[config.mk]
export PLATFORM = sky130hd
export DESIGN_NAME = xmon_top
export DESIGN_NICKNAME = d
export VERILOG_FILES = /design/src/rtl/xmon_pkg.sv /design/src/rtl/xmon_table.sv /design/src/rtl/xmon_ctrl.sv /design/src/rtl/xmon_top.sv
export SDC_FILE = /design/constraint.sdc
export NUM_CORES = 1
export LEC_CHECK = 0
export ABC_CLOCK_PERIOD_IN_PS = 14200
export BUFFER_PORTS_ARGS = -buffer_cell sky130_fd_sc_hd__buf_4
export CORE_ASPECT_RATIO = 2
export CORE_MARGIN = 4
export CORE_UTILIZATION = 40
export CTS_BUF_LIST = sky130_fd_sc_hd__clkbuf_2
export CTS_CLUSTER_DIAMETER = 30
export DETAILED_ROUTE_END_ITERATION = 16
export GPL_ROUTABILITY_DRIVEN = 0
export MAX_ROUTING_LAYER = met4
export PLACE_DENSITY = 0.6
export SYNTH_ARGS = -nofsm -noshare
export SYNTH_HDL_FRONTEND = slang
export SYNTH_SLANG_ARGS = --single-unit
[constraint.sdc]
create_clock -name clk -period 14.2 [get_ports clk]
set_clock_uncertainty 0.05 [all_clocks]
set_input_delay 2.84 -clock clk [delete_from_list [all_inputs] [get_ports clk]]
set_output_delay 2.84 -clock clk [all_outputs]
set_load 0.05 [all_outputs]
[src/rtl/xmon_pkg.sv]
package xmon_pkg;
  localparam logic [1:0] RESP_OKAY   = 2'b00;
  localparam logic [1:0] RESP_EXOKAY = 2'b01;
  localparam int unsigned MAX_EXCL_BYTES = 128;

  // strobes from control to the reservation table
  typedef struct packed {
    logic recordRd;  // install / move reservation for the read ID
    logic clearWr;   // drop reservations overlapped by the write
  } tblCtl_t;

  function automatic logic [11:0] xferBytes(input logic [2:0] sz, input logic [3:0] ln);
    return ({8'd0, ln} + 12'd1) << sz;
  endfunction

  function automatic logic isCacheable(input logic [3:0] attr);
    return attr[3:1] != 3'b000;
  endfunction
endpackage

[src/rtl/xmon_table.sv]
module xmon_table
  import xmon_pkg::*;
#(
  parameter int ID_W   = 4,
  parameter int ADDR_W = 16,
  parameter int SLOTS  = 4
) (
  input  logic              clk,
  input  logic              rstN,
  input  tblCtl_t           ctl,
  input  logic [ID_W-1:0]   rdId,
  input  logic [ADDR_W-1:0] rdAddr,
  input  logic [7:0]        rdBytes,
  input  logic [ID_W-1:0]   wrId,
  input  logic [ADDR_W-1:0] wrAddr,
  input  logic [11:0]       wrBytes,
  output logic              wrMatch
);
  localparam int PW = (SLOTS > 1) ? $clog2(SLOTS) : 1;

  logic              vld    [SLOTS];
  logic [ID_W-1:0]   tId    [SLOTS];
  logic [ADDR_W-1:0] tBase  [SLOTS];
  logic [7:0]        tBytes [SLOTS];

  logic [SLOTS-1:0] rdHit, wrHit, overlap;
  logic [PW-1:0]    allocPtr, hitIdx, selIdx;
  logic [ADDR_W:0]  wrEnd;

  assign wrEnd = {1'b0, wrAddr} + (ADDR_W+1)'(wrBytes);

  for (genvar g = 0; g < SLOTS; g++) begin : gSlot
    logic [ADDR_W:0] slotEnd;
    assign slotEnd    = {1'b0, tBase[g]} + (ADDR_W+1)'(tBytes[g]);
    assign rdHit[g]   = vld[g] && (tId[g] == rdId);
    assign wrHit[g]   = vld[g] && (tId[g] == wrId) && (tBase[g] == wrAddr)
                        && ({4'd0, tBytes[g]} == wrBytes);
    assign overlap[g] = vld[g] && ({1'b0, wrAddr} < slotEnd)
                        && ({1'b0, tBase[g]} < wrEnd);

    always_ff @(posedge clk) begin
      if (!rstN) begin
        vld[g]    <= 1'b0;
        tId[g]    <= '0;
        tBase[g]  <= '0;
        tBytes[g] <= '0;
      end else if (ctl.recordRd && (selIdx == PW'(g))) begin
        vld[g]    <= 1'b1;
        tId[g]    <= rdId;
        tBase[g]  <= rdAddr;
        tBytes[g] <= rdBytes;
      end else if (ctl.clearWr && overlap[g]) begin
        vld[g]    <= 1'b0;
      end
    end
  end

  always_comb begin
    hitIdx = '0;
    for (int i = 0; i < SLOTS; i++)
      if (rdHit[i]) hitIdx = PW'(i);
  end

  assign selIdx  = (|rdHit) ? hitIdx : allocPtr;
  assign wrMatch = |wrHit;

  always_ff @(posedge clk) begin
    if (!rstN)
      allocPtr <= '0;
    else if (ctl.recordRd && !(|rdHit))
      allocPtr <= (allocPtr == PW'(SLOTS-1)) ? '0 : allocPtr + 1'b1;
  end
endmodule

[src/rtl/xmon_ctrl.sv]
module xmon_ctrl
  import xmon_pkg::*;
#(
  parameter int ADDR_W = 16
) (
  input  logic              clk,
  input  logic              rstN,
  input  logic              rdValid,
  input  logic [ADDR_W-1:0] rdAddr,
  input  logic [2:0]        rdSize,
  input  logic [3:0]        rdLen,
  input  logic [3:0]        rdCache,
  input  logic              rdExcl,
  input  logic              wrValid,
  input  logic [ADDR_W-1:0] wrAddr,
  input  logic [2:0]        wrSize,
  input  logic [3:0]        wrLen,
  input  logic [3:0]        wrCache,
  input  logic              wrExcl,
  input  logic              wrMatch,
  output tblCtl_t           ctl,
  output logic [7:0]        rdBytes,
  output logic [11:0]       wrBytes,
  output logic              rdRespValid,
  output logic [1:0]        rdResp,
  output logic              wrRespValid,
  output logic [1:0]        wrResp,
  output logic              wrPass,
  output logic              wrEnable
);
  logic [11:0] rdCount;
  logic        rdLegal, wrLegal, wrOk, wrEn;

  assign rdCount = xferBytes(rdSize, rdLen);
  assign wrBytes = xferBytes(wrSize, wrLen);
  assign rdBytes = rdCount[7:0];

  assign rdLegal = rdExcl && ($countones(rdCount) == 1)
                   && (rdCount <= 12'(MAX_EXCL_BYTES))
                   && ((rdAddr & ADDR_W'(rdCount - 12'd1)) == '0)
                   && !isCacheable(rdCache);
  assign wrLegal = ($countones(wrBytes) == 1)
                   && (wrBytes <= 12'(MAX_EXCL_BYTES))
                   && ((wrAddr & ADDR_W'(wrBytes - 12'd1)) == '0)
                   && !isCacheable(wrCache);

  assign wrOk = wrValid && wrExcl && wrLegal && wrMatch;
  assign wrEn = wrValid && (!wrExcl || wrOk);

  assign ctl.recordRd = rdValid && rdLegal;
  assign ctl.clearWr  = wrEn;

  always_ff @(posedge clk) begin
    if (!rstN) begin
      rdRespValid <= 1'b0;
      rdResp      <= RESP_OKAY;
      wrRespValid <= 1'b0;
      wrResp      <= RESP_OKAY;
      wrPass      <= 1'b0;
      wrEnable    <= 1'b0;
    end else begin
      rdRespValid <= rdValid;
      rdResp      <= (rdValid && rdLegal) ? RESP_EXOKAY : RESP_OKAY;
      wrRespValid <= wrValid;
      wrResp      <= wrOk ? RESP_EXOKAY : RESP_OKAY;
      wrPass      <= wrOk;
      wrEnable    <= wrEn;
    end
  end
endmodule

[src/rtl/xmon_top.sv]
module xmon_top
  import xmon_pkg::*;
#(
  parameter int ID_W   = 4,
  parameter int ADDR_W = 16,
  parameter int SLOTS  = 4
) (
  input  logic              clk,
  input  logic              rstN,
  input  logic              rdValid,
  input  logic [ID_W-1:0]   rdId,
  input  logic [ADDR_W-1:0] rdAddr,
  input  logic [2:0]        rdSize,
  input  logic [3:0]        rdLen,
  input  logic [3:0]        rdCache,
  input  logic              rdExcl,
  input  logic              wrValid,
  input  logic [ID_W-1:0]   wrId,
  input  logic [ADDR_W-1:0] wrAddr,
  input  logic [2:0]        wrSize,
  input  logic [3:0]        wrLen,
  input  logic [3:0]        wrCache,
  input  logic              wrExcl,
  output logic              rdRespValid,
  output logic [1:0]        rdResp,
  output logic              wrRespValid,
  output logic [1:0]        wrResp,
  output logic              wrPass,
  output logic              wrEnable
);
  tblCtl_t     ctl;
  logic        wrMatch;
  logic [7:0]  rdBytes;
  logic [11:0] wrBytes;

  xmon_ctrl #(.ADDR_W(ADDR_W)) ctrl_i (
    .clk(clk), .rstN(rstN),
    .rdValid(rdValid), .rdAddr(rdAddr), .rdSize(rdSize), .rdLen(rdLen),
    .rdCache(rdCache), .rdExcl(rdExcl),
    .wrValid(wrValid), .wrAddr(wrAddr), .wrSize(wrSize), .wrLen(wrLen),
    .wrCache(wrCache), .wrExcl(wrExcl),
    .wrMatch(wrMatch), .ctl(ctl), .rdBytes(rdBytes), .wrBytes(wrBytes),
    .rdRespValid(rdRespValid), .rdResp(rdResp),
    .wrRespValid(wrRespValid), .wrResp(wrResp),
    .wrPass(wrPass), .wrEnable(wrEnable)
  );

  xmon_table #(.ID_W(ID_W), .ADDR_W(ADDR_W), .SLOTS(SLOTS)) table_i (
    .clk(clk), .rstN(rstN), .ctl(ctl),
    .rdId(rdId), .rdAddr(rdAddr), .rdBytes(rdBytes),
    .wrId(wrId), .wrAddr(wrAddr), .wrBytes(wrBytes),
    .wrMatch(wrMatch)
  );
endmodule

=== Word-level counts from Yosys, hierarchy flattened ===
Memories as Yosys holds them, arrays and structs flattened.
Index checks and enable logic that the tools add are counted.

* Add/subtract/negate cells: 32
* Order comparisons: 10
* Equality and inequality tests: 22
* Shifts and indexed selects: 2
* Multiplexer cells: 56
* Bitwise logic cells: 22
* Reductions and logical operators: 57

{| class="wikitable"
|+ Operators with widths
! cell !! number
|-
| adder 32 bit || 10
|-
| < comparator 16 x 17 -> 1 bit || 8
|-
| adder 16 x 8 -> 17 bit || 4
|-
| equality test 16 bit || 4
|-
| equality test 32 x 2 -> 1 bit, second input constant || 2
|-
| 2-to-1 mux 16 bit || 4
|-
| equality test 8 x 12 -> 1 bit || 4
|-
| logical AND 1 bit || 45
|-
| 2-to-1 mux 1 bit || 40
|-
| AND 16 bit || 2
|-
| equality test 4 bit || 8
|-
| zero test 16 bit || 2
|-
| 2-to-1 mux 8 bit || 4
|-
| subtractor 12 x 1 -> 13 bit, second input constant || 2
|-
| adder 1 x 1 -> 2 bit || 12
|-
| less-or-equal comparator 12 x 8 -> 1 bit, second input constant || 2
|-
| << shifter 12 x 3 -> 12 bit || 2
|-
| OR 1 bit || 20
|-
| adder 16 x 12 -> 17 bit || 1
|-
| 2-to-1 mux 4 bit || 4
|-
| adder 4 x 1 -> 5 bit, second input constant || 2
|-
| 2-to-1 mux 2 bit || 4
|-
| OR reduction 4 bit || 2
|-
| equality test 2 bit, second input constant || 3
|-
| other kinds (6) || 10
|}

* Register bits: 10
* Bits in writable memories: 116
* Input bits: 68
* Output and inout port bits: 8
* Logic and storage cells: 212
* Memories kept: 4

{| class="wikitable"
|+ Memories
! name !! words !! width !! read ports !! clocked after memory_dff !! wr ports !! line !! RTL
|-
| table_i.tBase || 4 || 16 || 4 || 0 || 4 || xmon_table.sv:23 || <nowiki>logic [ADDR_W-1:0] tBase [SLOTS];</nowiki>
|-
| table_i.tBytes || 4 || 8 || 4 || 0 || 4 || xmon_table.sv:24 || <nowiki>logic [7:0] tBytes [SLOTS];</nowiki>
|-
| table_i.tId || 4 || 4 || 4 || 0 || 4 || xmon_table.sv:22 || <nowiki>logic [ID_W-1:0] tId [SLOTS];</nowiki>
|-
| table_i.vld || 4 || 1 || 4 || 0 || 4 || xmon_table.sv:21 || <nowiki>logic vld [SLOTS];</nowiki>
|}

=== Longest topological paths before layout ===
* Depth in word-level cells: 20
* Gate-level depth with buffers: 24
* Gate-level depth less buffers: 23

=== Hierarchy ===
From an unflattened synthesis, not the netlist that was laid out.

* Cells, all modules: 1391
* Area total of the unflattened synthesis: 13232.7 sq um

{| class="wikitable"
|+ By module, submodules not included
! module !! times used !! cells an instance !! area an instance (sq um) !! sequential area each (sq um)
|-
| xmon_table || 1 || 1085 || 10928.0 || 3513.4
|-
| xmon_ctrl || 1 || 306 || 2304.7 || 100.1
|}

=== Least setup slack after synthesis ===
No wires, ideal clock.

* Kind: in2reg
* From: input port rdLen[0]
* To: memory table_i.tBase[1][0] (enable)
* Setup time: 452 ps
* Arrival time: 10006 ps
* Required time: 13698 ps
* Path slack: 3692 ps
* Stages on the path: 20
* Path buffers: 1
* Cell sequence: buf_2 > and4_1 > or3_1 > and3b_1 > a211oi_2 > ha_1 > fa_1 > fa_1 > fa_1 > inv_1 > ha_1 > inv_1 > fa_1 > or4b_1 > nor4_1 > nand3b_1 > a2111o_1 > a2111oi_2 > nand3_1 > o21ai_0

{| class="wikitable"
|+ RTL lines
! what !! line !! RTL
|-
| from (decl) || xmon_top.sv:14 || <nowiki>input logic [3:0] rdLen,</nowiki>
|-
| to (decl) || xmon_table.sv:23 ||
|}

==> results.tsv <==
stage	metric	value	unit
floorplanning	row count	97	
min_path	Worst Hold Class	register to register	
worst_setup_path	Setup crit start kind	input port	
global_route	pin count of the biggest net entering global routing	117	
logic_synthesis	Seq/Total Area, Yosys	25.5	%
worst_setup_path	Worst Path Required	14.60	ns
layout	area grow syn2layout	7.96	%
worst_setup_path	critical path endpoint category	register	
logic_synthesis	post-synth top area cell	edfxtp_1	
sta	f_max	105	MHz
power_and_ir_drop	Power Density	73.0	nW/µm²
logic_synthesis	post-synthesis cell type count	85	
place	Place WS	3.95	ns
worst_setup_path	worst path arrival time	9.89	ns
sta	final worst path period share	66.8	%
sta	RSZ-0062 raised after global routing	no	
sta	final setup violation count	0	
logic_synthesis	number of synthesized register bits	123	
sta	PnR worst setup slack	4.71	ns
logic_synthesis	number of synthesized flops with an enable pin	115	
layout	nets@finish	1907	
route	antenna viol nets, final	0	
power_and_ir_drop	Leakage	6.20	nW
power_and_ir_drop	combinational share of power	40.6	%
global_route	first-pass GRT wire length	76.6	mm
power_and_ir_drop	VDD IR-drop max	44.9	µV
cts	# H-tree levels	4	
route	Post-route DRC	0	
layout	Multi-input gate area	9860	µm²
cts	CTS Buffer Depth	2	
cts	Num CTS Buffers	17	
sta	Hold Vio Cnt, Final	0	
floorplanning	core area	35100	µm²
logic_synthesis	cells after synthesis	1580	
route	vias	12800	
floorplanning	io pins	76	
cts	later-pin clock latency in the skew report	0.79	ns
sta	max-slew violations	0	
layout	FILL cells	3448	
route	first drt pass iteration count	7	
power_and_ir_drop	internal power	0.000662	W
place	HPWL after detailed placement	41.9	mm
run	Max-Cap Viols	0	
global_route	gr usage total	27.4	%
floorplanning	DIE AREA	38700	µm²
sta	Tmin final	9.49	ns
power_and_ir_drop	Net Sw Frac	40.8	%
worst_setup_path	Setup CP Type	input port to register	
global_route	vias in the first global route	13400	
sta	Slew headroom	17.9	%
cts	PostCTS Resize Cnt	0	
logic_synthesis	Synth area leaders	edfxtp_1 (24%), ha_1 (18%), xnor2_1 (8.5%)	
cts	CTS tree	built	
logic_synthesis	Syn Area/Cell	8.98	µm²
power_and_ir_drop	P_sw	0.000456	W
route	post-detailed-route wirelength per cell	24.8	µm
floorplanning	Initial Util	40.5	%
global_route	antenna violations before repair	2	
outcome	status	finished clean	
power_and_ir_drop	Clock power frac	21.4	%
sta	setup TNS	0	ns
logic_synthesis	top-area cell type share of the netlist area	24.3	%
worst_setup_path	maximum fanout along the worst path	24	
sta	Least-Margin Pin Slew	1.23	ns
cts	Clock Tree Root	clkbuf_2	
place	IO buf count	71	
global_route	GRT Residual Overflow	0	
layout	share of cells above drive strength 1	8.92	%
cts	postcts setup bufs	0	
logic_synthesis	Post-Syn Area	14200	µm²
logic_synthesis	Async SR Flop Fraction	0	%
cts	CTS clock-pin slew for the worst setup and hold paths	0.19	ns
cts	hold_buf cts	0	
floorplanning	die width	141	µm
route	Starting DRT DRC Count	743	
logic_synthesis	Top FF cell, synth	edfxtp_1	
floorplanning	die span in y	274	µm
logic_synthesis	YS warnings	0	
route	final WL	51.3	mm
route	vias per cell	6.16	
cts	clock sink count	123	
power_and_ir_drop	register share of total power	38.0	%
layout	Sequential Area	3610	µm²
-- synth_stat cells (9+ instances only) --
cell and instances:
ha_1 208, xnor2_1 138, nor3_1 135, edfxtp_1 115
inv_1 109, a21oi_1 76, nand2_1 76, xor2_1 64
nand4_1 62, o21ai_0 62, nor2_1 54, clkbuf_1 48
nand3_1 38, a21o_1 29, nor2b_1 24, nor4_1 20
o21a_1 20, fa_1 19, o21bai_1 18, and3_1 15
buf_2 15, nand2b_1 14, or3_1 13, a211oi_1 12
a31oi_1 11, and4_1 11, o211ai_1 10, o2111ai_1 9
-- logic make-up (layout without fill, tap and decap cells) --
kind of cell | Yosys count | after routing | share of synthesized area [%]
compound gates | 331 | 331 | 16.2
xor+xnor | 203 | 203 | 12.6
fa+ha+maj | 228 | 228 | 21.1
buf+inv | 184 | 228 | 5.20
flops | 123 | 123 | 25.5
mux | 3 | 3 | 0.212
other cells | 1 | 4 | 0.0264
simple gates | 507 | 507 | 19.2
-- worst paths after layout --
kind,startpoint,end,slack [ns],cells past startpoint
hold / removal,table_i.allocPtr[1]$_SDFFE_PN0P_,table_i.allocPtr[1]$_SDFFE_PN0P_,0.48,2
setup reg to reg,table_i.tBase[3][0]$_SDFFCE_PN0P_,table_i.vld[3]$_SDFFCE_PP0P_,9.38,17
hold reg to reg,table_i.allocPtr[1]$_SDFFE_PN0P_,table_i.allocPtr[1]$_SDFFE_PN0P_,0.48,2
setup / recovery,rdLen[0],table_i.tBytes[0][0]$_SDFFCE_PN0P_,4.71,22
-- state kept, by name, summed over array words and instances, names as in the netlist --
register            count
ctrl_i.wrRespValid      1
ctrl_i.wrPass           1
table_i.tId            16
table_i.allocPtr        2
ctrl_i.wrEnable         1
table_i.vld             4
table_i.tBase          64
table_i.tBytes         32
ctrl_i.rdResp           1
ctrl_i.rdRespValid      1
-- worst max-delay path, cell delays in order --
cell	delay (ns)
buf_4	0.15
ha_1	0.25
xor2_1	0.20
o21a_1	0.22
o21ai_1	0.28
a2bb2oi_2	0.56
inv_1	0.16
ha_1	0.25
fa_1	0.46
fa_1	0.54
fa_1	0.60
inv_1	0.07
fa_1	0.44
a211o_1	0.28
a22oi_1	0.23
nand3_1	0.14
a211o_1	0.24
a211o_1	0.35
a2111oi_2	0.63
a41oi_1	0.25
inv_1	0.28
buf_4	0.42
-- routing by layer --
| layer | GRT usage, % | vias up | wire, µm |
|---|---|---|---|
| li1 | - | 5917 | - |
| met1 | 23.2 | 6117 | 16200 |
| met2 | 50.2 | 484 | 27400 |
| met3 | 3.70 | 245 | 1870 |
| met4 | 25.4 | 0 | 5910 |
| met5 | - | - | 0 |
-- cells in the final DEF, fill, tap and decap left out, types with 8 or more instances in the layout --
cell,instances
ha_1,208
xnor2_1,138
nor3_1,135
edfxtp_1,115
inv_1,109
buf_4,83
nand2_1,76
a21oi_1,76
xor2_1,64
nand4_1,62
o21ai_0,59
nor2_1,54
nand3_1,38
a21o_1,29
nor2b_1,24
o21a_1,20
nor4_1,20
fa_1,19
clkbuf_2,19
o21bai_1,18
and3_1,15
or3_1,13
nand2b_1,13
a211oi_1,12
a31oi_1,11
and4_1,11
o211ai_1,10
o2111ai_1,9
and2_1,8
a2111oi_0,8
dfxtp_1,8
-- cell type report --
cell class | count | share of cell area (%)
inverters | 113 | 2.77
multi-input cells | 1274 | 64.3
clock buffers | 19 | 0.621
repair buffers | 83 | 4.07
clock inverters | 13 | 0.956
well taps | 445 | 3.63
flip-flops and latches | 123 | 23.6
diodes | 2 | 0.0327
-- power by group through the flow --
stage	clock network, W	logic [W]	registers, W
after floorplan	0	0.000297	0.000427
after global placement	0	0.000438	0.000432
after detailed placement	0	0.000447	0.000433
after CTS	0.000243	0.000451	0.000425
after global routing	0.000258	0.000503	0.000426
final	0.000239	0.000454	0.000425
-- per-stage QoR --
stage | util, % | instance area [µm²] | total power (W) | std cells | hold WS, ns
floorplan | - | 14200 | 0.000724 | 1581 | 0.402
global placement | 43.0 | 15100 | 0.000871 | 2038 | 0.444
detailed placement | 43.0 | 15100 | 0.000880 | 2038 | 0.459
CTS | 43.7 | 15300 | 0.00112 | 2070 | 0.483
global route | 43.7 | 15300 | 0.00119 | 2072 | 0.487
finish | 43.7 | 15300 | 0.00112 | 2072 | 0.478
Note: power is estimated with default switching activity, not from simulation.
